$ cat src/rtl/scw_pkg.sv
package scw_pkg;
   localparam int SCW_ADDR_W = 2;
   localparam int SCW_DIV_W  = 14;
   localparam int SCW_REF_W  = 2;
   localparam int SCW_GPO_W  = 2;
   typedef enum logic {BAND_LOW = 1'b0, BAND_HIGH = 1'b1} scw_band_e;
endpackage

$ cat src/rtl/scw_sync.sv
module scw_sync #(
   parameter int WIDTH  = 3,
   parameter int STAGES = 2
) (
   input  logic             clk,
   input  logic             rst_n,
   input  logic [WIDTH-1:0] d_in,
   output logic [WIDTH-1:0] q_out
);
   generate
      if (STAGES < 2) begin : g_bad_stages
         $error("scw_sync: STAGES must be at least 2");
      end
      if (WIDTH < 1) begin : g_bad_width
         $error("scw_sync: WIDTH must be positive");
      end
   endgenerate

   logic [STAGES-1:0][WIDTH-1:0] pipe;

   always_ff @(posedge clk or negedge rst_n) begin
      if (!rst_n) begin
         pipe <= '0;
      end else begin
         pipe[0] <= d_in;
         for (int s = 1; s < STAGES; s++) begin
            pipe[s] <= pipe[s-1];
         end
      end
   end

   assign q_out = pipe[STAGES-1];
endmodule

$ cat src/rtl/scw_shifter.sv
module scw_shifter #(
   parameter int FRAME_W = 21,
   parameter int CNT_W   = $clog2(FRAME_W + 2)
) (
   input  logic               clk,
   input  logic               rst_n,
   input  logic               en_lvl,
   input  logic               en_rise,
   input  logic               clk_rise,
   input  logic               din,
   output logic [FRAME_W-1:0] word,
   output logic [CNT_W-1:0]   cnt
);
   localparam logic [CNT_W-1:0] CNT_SAT = CNT_W'(FRAME_W + 1);

   always_ff @(posedge clk or negedge rst_n) begin
      if (!rst_n) begin
         word <= '0;
         cnt  <= '0;
      end else if (en_rise) begin
         cnt <= '0;
      end else if (en_lvl && clk_rise) begin
         word <= {word[FRAME_W-2:0], din};
         if (cnt != CNT_SAT) begin
            cnt <= cnt + 1'b1;
         end
      end
   end
endmodule

$ cat src/rtl/scw_decode.sv
module scw_decode
   import scw_pkg::*;
#(
   parameter int ADDR_W   = 2,
   parameter int DIV_W    = 14,
   parameter int REF_W    = 2,
   parameter int GPO_W    = 2,
   parameter logic [ADDR_W-1:0] DEV_ADDR = '0,
   parameter int FRAME_W  = ADDR_W + DIV_W + 1 + REF_W + GPO_W,
   parameter int CNT_W    = $clog2(FRAME_W + 2)
) (
   input  logic               clk,
   input  logic               rst_n,
   input  logic               en_fall,
   input  logic [FRAME_W-1:0] word,
   input  logic [CNT_W-1:0]   cnt,
   output logic               load,
   output logic [DIV_W-1:0]   div_n,
   output scw_band_e          band,
   output logic [REF_W-1:0]   ref_sel,
   output logic [GPO_W-1:0]   gpo
);
   localparam int GPO_LSB  = 0;
   localparam int REF_LSB  = GPO_LSB + GPO_W;
   localparam int BAND_POS = REF_LSB + REF_W;
   localparam int DIV_LSB  = BAND_POS + 1;
   localparam int ADDR_LSB = DIV_LSB + DIV_W;

   logic addr_hit;
   logic len_ok;

   assign addr_hit = (word[ADDR_LSB +: ADDR_W] == DEV_ADDR);
   assign len_ok   = (cnt == CNT_W'(FRAME_W));
   assign load     = en_fall && len_ok && addr_hit;

   always_ff @(posedge clk or negedge rst_n) begin
      if (!rst_n) begin
         div_n   <= '0;
         band    <= BAND_LOW;
         ref_sel <= '0;
         gpo     <= '0;
      end else if (load) begin
         div_n   <= word[DIV_LSB +: DIV_W];
         band    <= scw_band_e'(word[BAND_POS]);
         ref_sel <= word[REF_LSB +: REF_W];
         gpo     <= word[GPO_LSB +: GPO_W];
      end
   end
endmodule

$ cat src/rtl/scw_receiver.sv
module scw_receiver
   import scw_pkg::*;
#(
   parameter int ADDR_W      = SCW_ADDR_W,
   parameter int DIV_W       = SCW_DIV_W,
   parameter int REF_W       = SCW_REF_W,
   parameter int GPO_W       = SCW_GPO_W,
   parameter logic [ADDR_W-1:0] DEV_ADDR = 2'b10,
   parameter int SYNC_STAGES = 2
) (
   input  logic             clk,
   input  logic             rst_n,
   input  logic             bus_clk,
   input  logic             bus_data,
   input  logic             bus_en,
   output logic [DIV_W-1:0] div_n,
   output logic             band_fm,
   output logic [REF_W-1:0] ref_sel,
   output logic [GPO_W-1:0] gpo_out
);
   localparam int FRAME_W = ADDR_W + DIV_W + 1 + REF_W + GPO_W;
   localparam int CNT_W   = $clog2(FRAME_W + 2);

   generate
      if (ADDR_W < 1 || DIV_W < 1 || REF_W < 1 || GPO_W < 1) begin : g_bad_fields
         $error("scw_receiver: every field width must be positive");
      end
   endgenerate

   logic [2:0]         sync_q;
   logic               s_clk, s_dat, s_en;
   logic               p_clk, p_en;
   logic               clk_rise, en_rise, en_fall;
   logic [FRAME_W-1:0] word;
   logic [CNT_W-1:0]   cnt;
   logic               load;
   scw_band_e          band;

   scw_sync #(.WIDTH(3), .STAGES(SYNC_STAGES)) sync_i (
      .clk   (clk),
      .rst_n (rst_n),
      .d_in  ({bus_en, bus_data, bus_clk}),
      .q_out (sync_q)
   );

   assign s_clk = sync_q[0];
   assign s_dat = sync_q[1];
   assign s_en  = sync_q[2];

   always_ff @(posedge clk or negedge rst_n) begin
      if (!rst_n) begin
         p_clk <= 1'b0;
         p_en  <= 1'b0;
      end else begin
         p_clk <= s_clk;
         p_en  <= s_en;
      end
   end

   assign clk_rise = s_clk & ~p_clk;
   assign en_rise  = s_en & ~p_en;
   assign en_fall  = ~s_en & p_en;

   scw_shifter #(.FRAME_W(FRAME_W), .CNT_W(CNT_W)) shift_i (
      .clk      (clk),
      .rst_n    (rst_n),
      .en_lvl   (s_en),
      .en_rise  (en_rise),
      .clk_rise (clk_rise),
      .din      (s_dat),
      .word     (word),
      .cnt      (cnt)
   );

   scw_decode #(
      .ADDR_W(ADDR_W), .DIV_W(DIV_W), .REF_W(REF_W), .GPO_W(GPO_W),
      .DEV_ADDR(DEV_ADDR), .FRAME_W(FRAME_W), .CNT_W(CNT_W)
   ) dec_i (
      .clk     (clk),
      .rst_n   (rst_n),
      .en_fall (en_fall),
      .word    (word),
      .cnt     (cnt),
      .load    (load),
      .div_n   (div_n),
      .band    (band),
      .ref_sel (ref_sel),
      .gpo     (gpo_out)
   );

   assign band_fm = (band == BAND_HIGH);
endmodule

$ cat config.mk
export PLATFORM = sky130hd
export DESIGN_NAME = scw_receiver
export DESIGN_NICKNAME = d
export VERILOG_FILES = /design/src/rtl/scw_pkg.sv /design/src/rtl/scw_sync.sv /design/src/rtl/scw_shifter.sv /design/src/rtl/scw_decode.sv /design/src/rtl/scw_receiver.sv
export SDC_FILE = /design/constraint.sdc
export NUM_CORES = 1
export LEC_CHECK = 0
export ABC_CLOCK_PERIOD_IN_PS = 2850
export BUFFER_PORTS_ARGS = -buffer_cell sky130_fd_sc_hd__buf_2
export CORE_MARGIN = 3
export CORE_UTILIZATION = 37
export CTS_BUF_LIST = sky130_fd_sc_hd__clkbuf_4
export DETAILED_ROUTE_END_ITERATION = 12
export HOLD_SLACK_MARGIN = 0.06
export PLACE_DENSITY = 0.59
export REMOVE_ABC_BUFFERS = 1
export SYNTH_ARGS = -nofsm -noshare
export SYNTH_HDL_FRONTEND = slang
export SYNTH_SLANG_ARGS = --single-unit
$ cat constraint.sdc
create_clock -name clk -period 2.85 [get_ports clk]
set_input_delay 0.4275 -clock clk [delete_from_list [all_inputs] [get_ports clk]]
set_output_delay 0.4275 -clock clk [all_outputs]
set_load 0.02 [all_outputs]
# Word level (Yosys, flattened, before mapping)
# Cells that the tools add are included.
# classes
addsub,1
n_eq_ne,3
mux,3
bitwise_logic,7
n_reduce_logical,7
# ops
operator,n
5-bit 2-to-1 mux,3
"5-bit by 1-bit adder with 5-bit output, second input constant",1
"5-bit == test, second input constant",1
"5-bit != test, second input constant",1
1-bit NOT,4
2-bit AND reduction,2
2-bit nonzero test,2
1-bit AND,3
1-bit logical AND,3
"2-bit == test, second input constant",1
# totals
register_bits,53
in_bits,5
out_inout_bits,19
wordCells,31

# Longest topological paths before layout
# Gate-level depths: netlist of the first run.
# logic_depth
word_depth,5
ltp_mapped,6

# Modules after synthesis
# From an unflattened synthesis of the first run, not the netlist that was laid out.
# hier_totals
hier_cells,135
area_unflattened_um2,2157.1
# modules_own_cells
module,instances,cells_each,area_per_inst_um2
scw_shifter,1,78,1174.9
scw_decode,1,43,738.2
scw_sync,1,9,172.7
scw_receiver,1,5,71.3

# Worst setup path before layout of the first run
# No wires, ideal clock.
# synth_path
kind,reg2reg
start,register shift_i.cnt[1]
end,register dec_i.div_n[10]
arrival_time_ps,1400
t_required_ps,2725
path_slack_ps,1325
path_stages_with_launch,7
n_path_buf,1
synth_period_minus_slack_ps,1525
cell_sequence,dfrtp_1 -> inv_1 -> ha_1 -> nand4b_4 -> nor2_8 -> buf_12 -> mux2_4
# synth_via
elab_chain_len,3
# synth_rtl
element,line_no,source
from (decl),scw_shifter.sv:12,output logic [CNT_W-1:0] cnt
from (signal assigned),scw_shifter.sv:25,cnt <= cnt + 1'b1;
5-bit == test,scw_decode.sv:33,assign len_ok = (cnt == CNT_W'(FRAME_W));
1-bit logical AND (2 in series),scw_decode.sv:34,assign load = en_fall && len_ok && addr_hit;
to (signal assigned),scw_decode.sv:43,div_n <= word[DIV_LSB +: DIV_W];
to (decl),scw_decode.sv:18,"output logic [DIV_W-1:0] div_n,"
# No other way between the ends.
# A chain may end at the register's enable or synchronous reset.

# Final worst setup path of the first run
# layout_path
start,register shift_i.cnt[1]
end,register dec_i.div_n[2]
# The elaborated chain is that of the path after synthesis.

==> results of run 1 <==
## where the power goes
group / total, µW / switching (µW) / internal (µW)
clock: 340 / 231 / 109
sequential: 811 / 26.3 / 785
combinational: 66.0 / 31.3 / 34.7
total: 1220 / 289 / 928
## synth_stat cells
master,count
dfrtp_1,53
buf_12,1
o31ai_1,1
nand4b_4,1
inv_1,2
or4_1,2
nor2_8,1
mux2_2,29
nor2_1,1
and3b_1,1
nand2_2,1
or3_1,2
and4b_1,1
nor2b_1,1
ha_1,3
o21ai_0,3
buf_6,2
nand4bb_4,1
nand3b_4,1
a21oi_1,4
nand3_1,2
mux2_4,11
a311oi_1,1
## routing by layer
layer / up-vias / wire length [µm] / global-route usage, % / share of wire (%)
met5: - / 0 / 0 / 0
met1: 558 / 1460 / 13.8 / 45
li1: 502 / - / - / -
met2: 25 / 1570 / 18.5 / 49
met4: 0 / 45 / 4.82 / 1.4
met3: 4 / 166 / 3.29 / 5.1
## cell usage in the layout (no fill, tap or decap), types with 2 or more instances in the layout
cell type / count
a21oi_1: 4
buf_2: 23
clkbuf_4: 6
dfrtp_1: 53
ha_1: 3
inv_1: 2
mux2_2: 29
mux2_4: 11
nand3_1: 2
o21ai_0: 3
or3_1: 2
or4_1: 2
## flip-flops by register name, summed over array words and instances, names as in the netlist
register	cells
shift_i.word	21
dec_i.ref_sel	2
p_en	1
dec_i.div_n	14
sync_i.q_out	3
dec_i.gpo	2
p_clk	1
shift_i.cnt	5
sync_i.pipe	3
dec_i.band	1
## worst max path at each step
| stage | startpoint | to | slack [ns] | depth (start not counted) |
|---|---|---|---|---|
| final | shift_i.cnt[1]$_DFFE_PN0P_ | dec_i.div_n[2]$_DFFE_PN0P_ | 1.13 | 5 |
| after global routing | shift_i.cnt[1]$_DFFE_PN0P_ | dec_i.div_n[2]$_DFFE_PN0P_ | 1.05 | 5 |
| after CTS | shift_i.cnt[1]$_DFFE_PN0P_ | dec_i.div_n[2]$_DFFE_PN0P_ | 1.12 | 5 |
| after detailed placement | shift_i.cnt[1]$_DFFE_PN0P_ | dec_i.ref_sel[1]$_DFFE_PN0P_ | 1.15 | 5 |
| after global placement | shift_i.cnt[1]$_DFFE_PN0P_ | dec_i.gpo[1]$_DFFE_PN0P_ | 1.20 | 5 |
| after floorplan | shift_i.cnt[1]$_DFFE_PN0P_ | dec_i.band$_DFFE_PN0P_ | 1.30 | 5 |
## critical path, delay by kind of cell (launching register included)
family	cells	cell delay (ns)
fa+ha+maj	1	0.19
buf+inv	1	0.09
flops	1	0.44
mux	1	0.38
simple gates	2	0.50
## metrics by stage
step | total power (µW) | setup slack (ns)
detailed placement | 893 | 1.15
CTS | 1240 | 1.12
finish | 1220 | 1.13
floorplan | 859 | 1.30
global route | 1280 | 1.05
global placement | 886 | 1.20
## cells by family (layout without fill, tap and decap cells)
logic type | count (synthesis) | count (layout)
muxes | 40 | 40
and+or+nand+nor | 15 | 15
buffers and inverters | 5 | 35
AOI/OAI and AO/OA | 9 | 9
adders and majority gates | 3 | 3
DFF | 53 | 53
## layout make-up
| type | instances | area, µm² | area share [%] |
|---|---|---|---|
| Tap cell | 70 | 87.6 | 3.72 |
| Clock inverter | 2 | 13.8 | 0.584 |
| Sequential cell | 53 | 1330 | 56.3 |
| Inverter | 2 | 7.51 | 0.318 |
| Multi-Input combinational cell | 67 | 744 | 31.6 |
| Clock buffer | 6 | 45.0 | 1.91 |
| Timing Repair Buffer | 25 | 133 | 5.63 |
## repair_timing
item / 4_1_cts / 5_1_grt
setup endpoints to repair: 0 / 0
hold endpoints to repair: 26 / 0
hold buffers: 1 / 0
==> impl_metrics.tcl, run 1 <==
set metrics [dict create \
    outcome "finished clean" \
    finClkSkew_ns 0.0139 \
    cts.sinks 53 \
    synth-compound-area-share_pct 2.42 \
    grt.total_usage_pct 11.3 \
    powerDensity_mw_per_mm2 516 \
    portBuffers 23 \
    fp.dieW_um 81.7 \
    path_clk_slew_ns 0.15 \
    drc 0 \
    initialDrtViolationCount 84 \
    min_path_cells 1 \
    yosys.area.top_type "dfrtp_1" \
    startpoint_type "flop" \
    final-max-slew-violation-count 0 \
    min_from "bus_data" \
    htree_levels 2 \
    die_y_um 81.7 \
    cp-end-kind "flop" \
    crit_chain "inv_1 > ha_1 > nand4b_4 > nor2_8 > mux2_2" \
    ys_types 23 \
    finalSetupTns_ns 0 \
    cts-root-buf "clkbuf_4" \
    wl_per_cell_um 14.4 \
    worst_path_max_delay_cell "dfrtp_1" \
    ir_drop_mv 0.325 \
    fillCellCount 501 \
    crit_arrival_ns 1.97 \
    leakage_uw 0.00124 \
    synth_top_family_by_area "multiplexers" \
    cts_inserted_buffers 5 \
    clockBufferDepth 2 \
    grt_pass1_vias 1166 \
    gp_congestion 0.737 \
    final_nets 162 \
    cts_setup_buffers 0 \
    reg2reg_from "shift_i.cnt[1]$_DFFE_PN0P_" \
    syn_inst 125 \
    syn_area_per_cell_um2 17.0 \
    muxShareOfSynthArea_pct 23.2 \
    rows 26 \
    num_io_pins 24 \
    ctsResizeCount 0 \
    slowest_delay_ns 0.44 \
    dr.pass1.iters 4 \
    drive_gt1_share_pct 49.7 \
    hold_slack_ns 0.155 \
    coreArea_mm2 0.00534 \
    via_count 1089 \
    fin_area_mm2 0.00236 \
    final_util_pct 44.2 \
    place_inst 216 \
    yosys.area_share.simple_pct 7.73 \
    timing.fmax_mhz 582 \
    max_slew_margin_pct 60.9 \
    hpwlAfterDp_um 2220 \
    r2r-end "dec_i.div_n[2]$_DFFE_PN0P_" \
    vias_per_cell 4.84 \
    yosys_warnings 0 \
    final_antenna_net_count 0 \
    drv_cap 0 \
    timing.final.crit_share_pct 60.3 \
    ys_ff_latch 53 \
    routed_wl_um 3240 \
    synth_area_mm2 0.00212 \
    floorplan.initialDensity_pct 39.8 \
    tightest_slew_ns 0.587 \
    critPathMaxFanout 19 \
    hold_path.class "input port to flop" \
    cts_tree "yes" \
    min_to "sync_i.pipe[1]$_DFF_PN0_" \
    ys_seq_area_share_pct 62.5 \
    area_delta_synth_final_pct 11.2 \
    rsz0062_at_grt "false" \
    reg2reg_slack_ns 1.13 \
    dieArea_mm2 0.00668 \
    synth.top_cell.area_share_pct 62.5 \
    grt_max_degree 28 \
    critical_path_class "flop to flop" \
    synth-adder-area-share_pct 1.77 \
    synth-xor-area-share_pct 0 \
    synth_area_leaders "dfrtp_1, mux2_2, mux2_4" \
    hold_viol_final 0 \
    antenna_cells 0 \
    setup_viol 0 \
    final-instance-count-excl-fill 225 \
    antenna_found_initial 0 \
    final.min_clock_period_ns 1.72 \
    place_area_mm2 0.00229 \
    grt.overflow.total 0 \
    cp_data_required_time_ns 3.11 \
    grt_pass1_wl_um 5630 \
    worstRegToRegCells 5 \
    clkLatencyLatePin_ns 0.37 \
]
Note: power is estimated with default switching activity, not from simulation.
==> run 2, diff against run 1 <==
ABC_CLOCK_PERIOD_IN_PS = 1800   (was 2850)
clock period = 1.8 ns   (was 2.85 ns; I/O delays follow)
==> run 2 against run 1 <==
Against the previous run: first-iteration DRC count shrank 21%; largest power group unchanged; register-to-register slack lost 0.94 ns; sequential power grew 58%; sequential share of layout area shrank 1.6 points; via count grew 1.2%; clock power grew 54%; utilization grew 1.3 points; largest cell class unchanged; critical path type unchanged; clock skew is essentially flat.
==> impl_metrics.tcl, run 2 (synthesis results as in run 1) <==
set metrics [dict create \
    place_area_mm2 0.00233 \
    drive_gt1_share_pct 49.4 \
    fin_area_mm2 0.00243 \
    tightest_slew_ns 0.649 \
    grt_pass1_vias 1159 \
    cts.sinks 53 \
    crit_chain "inv_1 > ha_1 > nand4b_4 > nor2_8 > buf_12 > mux2_2" \
    cts-root-buf "clkbuf_4" \
    cp-end-kind "flop" \
    final.min_clock_period_ns 1.60 \
    final_nets 167 \
    finalSetupTns_ns 0 \
    max_slew_margin_pct 56.7 \
    dieArea_mm2 0.00668 \
    path_clk_slew_ns 0.15 \
    grt.overflow.total 0 \
    post-place-ws_ns 0.209 \
    finClkSkew_ns 0.0140 \
    mostFrequentLayoutCell "dfrtp_1" \
    multi_input_area_um2 744 \
    htree_levels 2 \
    cts_setup_buffers 0 \
    layout_common_cells "dfrtp_1, mux2_2, buf_2" \
    critical_path_class "flop to flop" \
    grt_max_degree 54 \
    critPathMaxFanout 19 \
    vias_per_cell 4.79 \
    floorplan.initialDensity_pct 39.8 \
    regArea_mm2 0.00133 \
    clockBufferDepth 2 \
    gp_congestion 0.762 \
    grt_pass1_wl_um 5640 \
    cts_tree "yes" \
    leakage_uw 0.00127 \
    dr.pass1.iters 4 \
    reg_top3 "shift_i.word: 21 flops, dec_i.div_n: 14 flops, shift_i.cnt: 5 flops" \
    powerDensity_mw_per_mm2 791 \
    wl_per_cell_um 13.7 \
    hold_path.class "flop to flop" \
    cp_data_required_time_ns 2.06 \
    outcome "finished clean" \
    timing.fmax_mhz 623 \
    hold_viol_final 0 \
    drc 0 \
    crit_arrival_ns 1.86 \
    final_antenna_net_count 0 \
    largest_reg_flops 21 \
    die_y_um 81.7 \
    drv_cap 0 \
    timing.final.crit_share_pct 89.2 \
    area_delta_synth_final_pct 14.5 \
    slowest_delay_ns 0.44 \
    initialDrtViolationCount 66 \
    grt.total_usage_pct 11.2 \
    via_count 1102 \
    hold_buffers 4 \
    antenna_found_initial 0 \
    hpwlAfterDp_um 2070 \
    cts_inserted_buffers 5 \
    fp.dieW_um 81.7 \
    rows 26 \
    portBuffers 23 \
    fillCellCount 503 \
    antenna_cells 0 \
    ctsResizeCount 0 \
    num_io_pins 24 \
    routed_wl_um 3150 \
    worst_path_max_delay_cell "dfrtp_1" \
    setup_viol 0 \
    clkLatencyLatePin_ns 0.37 \
    top_register "shift_i.word" \
    startpoint_type "flop" \
    final-max-slew-violation-count 0 \
    rsz0062_at_grt "false" \
    setup_ws_ns 0.195 \
    ir_drop_mv 0.524 \
    coreArea_mm2 0.00534 \
]
[run 2: cell count changes in the layout (fill, tap and decap cells not counted), sizes merged]
cell         previous run  this run
dlygate4sd3             1         4
buf                    24        26
clkbuf                  6         5
clkinvlp                0         1
[run 2: layout make-up]
cell class              instances  share of cell area [%]
clock buffers                   5                    1.55
clock inverters                 3                   0.876
inverters                       2                   0.309
multi-input cells              67                    30.7
flip-flops and latches         53                    54.6
well taps                      70                    3.61
repair buffers                 30                    8.35
[run 2: through the flow]
step	instances	power [µW]	util (%)	hold WS [ns]
global placement	218	1400	43.6	0.333
finish	230	1920	45.5	0.367
CTS	230	1950	45.5	0.370
floorplan	122	1360	-	-0.0256
detailed placement	218	1410	43.6	0.338
global route	230	2030	45.5	0.374
[run 2: final timing paths]
check	startpoint	endpoint	slack, ns	depth (start not counted)
worst max-delay path	shift_i.cnt[1]$_DFFE_PN0P_	dec_i.div_n[1]$_DFFE_PN0P_	0.20	6
max in group asynchronous	rst_n	sync_i.q_out[0]$_DFF_PN0_	0.84	3
worst min register to register	sync_i.pipe[0]$_DFF_PN0_	sync_i.q_out[0]$_DFF_PN0_	0.37	0
worst max register to register	shift_i.cnt[1]$_DFFE_PN0P_	dec_i.div_n[1]$_DFFE_PN0P_	0.20	6
min in group asynchronous	rst_n	dec_i.gpo[1]$_DFFE_PN0P_	0.52	3
worst min-delay path	sync_i.pipe[0]$_DFF_PN0_	sync_i.q_out[0]$_DFF_PN0_	0.37	0
[run 2: where the power goes]
group	switching (µW)	internal [µW]	total (µW)
Clock	370	156	525
Sequential	41.3	1240	1280
Combinational	49.5	61.4	111
[run 2: worst max-delay path, delay by kind of cell, from the launching register on]
kind | cells | cell delay [ns]
flops | 1 | 0.44
simple gates | 2 | 0.25
buf+inv | 2 | 0.27
fa+ha+maj | 1 | 0.18
mux | 1 | 0.35
[run 2: per-layer routing]
| layer | routed length, µm | part of all wire, % | track usage [%] |
|---|---|---|---|
| met1 | 1460 | 47 | 14.8 |
| met5 | 0 | 0 | 0 |
| met2 | 1480 | 47 | 17.3 |
| met4 | 52 | 1.7 | 3.99 |
| met3 | 148 | 4.7 | 3.62 |
==> run 3, diff against run 2 <==
CAP_MARGIN = 20   (was not set)
SYNTH_HIERARCHICAL = 1   (was not set)
==> run 3 against run 2 <==
Against the previous run: final area is 0.93% lower; clock power fell by 2%; setup slack better by 0.025 ns; via count grew 1.7%; utilization shrank 2.4 points; register-to-register slack improved by 0.03 ns; wire length increased by 3.4%; non-clock buffer count shrank 1; critical path depth is 2 lower; sequential power rose by 5%; clock skew about the same; sequential share of layout area grew 0.51 points; critical endpoint is now shift_i/word[2]$_DFFE_PN0P_; largest power group unchanged; highest routed layer unchanged.
==> impl_metrics.tcl, run 3 <==
set metrics [dict create \
    wl_per_cell_um 13.8 \
    antenna_cells 0 \
    portBuffers 23 \
    cts-root-buf "clkbuf_4" \
    post-place-ws_ns 0.234 \
    tightest_slew_ns 0.641 \
    min_to "sync_i/q_out[0]$_DFF_PN0_" \
    htree_levels 2 \
    hpwlAfterDp_um 2100 \
    ys_types 25 \
    max_slew_margin_pct 57.3 \
    path_clk_slew_ns 0.14 \
    r2r-end "shift_i/word[2]$_DFFE_PN0P_" \
    crit_arrival_ns 1.84 \
    async_flop_share_pct 100 \
    hold_viol_final 0 \
    final_antenna_net_count 0 \
    mostFrequentLayoutCell "dfrtp_1" \
    finalSetupTns_ns 0 \
    fp.dieW_um 82.4 \
    via_count 1121 \
    drv_cap 0 \
    synth_area_mm2 0.00216 \
    final-max-slew-violation-count 0 \
    fin_area_mm2 0.00240 \
    critPathTopFamily "simple AND/OR/NAND/NOR gates" \
    synth_area_leaders "dfrtp_1, mux2_4, mux2_2" \
    num_io_pins 24 \
    crit_path_start "p_clk$_DFF_PN0_" \
    dieArea_mm2 0.00678 \
    synth_edf_count 0 \
    yosys.area.top_type "dfrtp_1" \
    setup_ws_ns 0.220 \
    ys_seq_area_share_pct 61.5 \
    reg2reg_from "p_clk$_DFF_PN0_" \
    synth.top_cell.area_share_pct 61.5 \
    dr.pass1.iters 4 \
    grt_pass1_vias 1086 \
    cts_tree "yes" \
    floorplan.initialDensity_pct 38.7 \
    place_area_mm2 0.00231 \
    layout_common_cells "dfrtp_1, buf_2, mux2_2, mux2_4, clkbuf_4" \
    finClkSkew_ns 0.0138 \
    grt.total_usage_pct 10.6 \
    gp_congestion 0.802 \
    startpoint_type "flop" \
    crit_chain "nor2b_1 > and2_1 > nand2b_4 > mux2_4" \
    syn_area_per_cell_um2 16.0 \
    rsz0062_at_grt "false" \
    powerDensity_mw_per_mm2 845 \
    vias_per_cell 4.77 \
    routed_wl_um 3250 \
    clkLatencyLatePin_ns 0.37 \
    drc 0 \
    min_path_cells 0 \
    regArea_mm2 0.00133 \
    cp_data_required_time_ns 2.06 \
    synth.most_common_cell "dfrtp_1" \
    grt_pass1_wl_um 5250 \
    slowest_delay_ns 0.39 \
    ys.flop_type "dfrtp_1" \
    cts.sinks 53 \
    reg_top3 "shift_i/word: 21 flops, dec_i/div_n: 14 flops, shift_i/cnt: 5 flops" \
    die_y_um 82.4 \
    clockBufferDepth 2 \
    leakage_uw 0.00126 \
    worst_path_max_delay_cell "dfrtp_1" \
    reg2reg_slack_ns 0.22 \
    rows 27 \
    synth_common_cells "dfrtp_1, mux2_2, mux2_4" \
    final_nets 169 \
    cts_inserted_buffers 5 \
    antenna_found_initial 0 \
    critical_path_class "flop to flop" \
    drive_gt1_share_pct 46.6 \
    p_total_uw 2030 \
    multi_input_area_um2 747 \
    hold_path.class "flop to flop" \
    coreArea_mm2 0.00557 \
    min_from "sync_i/pipe[0]$_DFF_PN0_" \
    ys_ff_latch 53 \
    top_register "shift_i/word" \
    cts_setup_buffers 0 \
    yosys_warnings 6 \
    timing.fmax_mhz 633 \
    worstRegToRegCells 4 \
    critPathMaxFanout 21 \
    initialDrtViolationCount 51 \
    grt_max_degree 54 \
    largest_reg_flops 21 \
    final.min_clock_period_ns 1.58 \
    fillCellCount 533 \
    cp-end-kind "flop" \
    grt.overflow.total 0 \
    area_delta_synth_final_pct 11.5 \
    ctsResizeCount 0 \
    setup_viol 0 \
    outcome "finished clean" \
    timing.final.crit_share_pct 87.8 \
    ir_drop_mv 0.362 \
    syn_inst 135 \
    crit_buf_inv 0 \
]
-- run 3: changes by cell type in the layout (fill, tap and decap cells not counted), moves of 2 or more --
cell / change
mux2_2: -9
and2_1: +2
nand4b_1: +2
or4_1: -2
or3_1: -2
nor2b_1: +3
nor2_1: +2
a21oi_1: -3
nand2b_1: +2
nand2_1: +2
mux2_4: +9
-- run 3: worst max path at each step --
stage / depth (start not counted) / to / slack [ns]
2_1_floorplan: 4 / dec_i/band$_DFFE_PN0P_ / 0.14
4_1_cts: 4 / shift_i/word[19]$_DFFE_PN0P_ / 0.22
3_3_place_gp: 4 / shift_i/word[5]$_DFFE_PN0P_ / 0.26
5_1_grt: 4 / shift_i/word[19]$_DFFE_PN0P_ / 0.13
6_report: 4 / shift_i/word[2]$_DFFE_PN0P_ / 0.22
3_5_place_dp: 3 / shift_i/word[5]$_DFFE_PN0P_ / 0.23
-- run 3: routing by layer --
metal	track usage, %	routed length (µm)
met2	16.3	1570
met5	0	0
met3	3.25	130
met4	5.98	93
met1	13.1	1460
-- run 3: worst reg2reg max path, stage by stage (launching register included) --
cell,delay [ns]
dfrtp_1,0.39
nor2b_1,0.12
and2_1,0.31
nand2b_4,0.28
mux2_4,0.38
-- run 3: cells by family after synthesis --
| logic type | synth area share (%) |
|---|---|
| fa+ha+maj | 1.16 |
| mux | 24.9 |
| flops | 61.5 |
| buf+inv | 3.89 |
| compound gates | 1.74 |
| simple gates | 6.84 |
-- run 3: report_power, final --
group	total [µW]	switching (µW)	internal [µW]
clock network	514	366	148
logic	174	62.6	111
registers	1340	72.3	1270
-- run 3: what timing repair did --
action	in CTS	in global routing
setup endpoints to repair	0	0
hold buffers	4	0
hold endpoints to repair	56	0
-- run 3: area by class of cell --
class	count	share of cell area, %
multi-input cells	72	31.1
clock inverters	3	0.728
inverters	1	0.156
flip-flops and latches	53	55.2
clock buffers	5	1.56
well taps	72	3.75
repair buffers	29	7.60
-- run 3: through the flow --
| stage | hold slack, ns | util, % | cells |
|---|---|---|---|
| after floorplan | -0.0256 | - | 126 |
| after global placement | 0.335 | 41.4 | 223 |
| after detailed placement | 0.336 | 41.4 | 223 |
| after CTS | 0.368 | 43.1 | 235 |
| after global routing | 0.375 | 43.1 | 235 |
| final | 0.363 | 43.1 | 235 |
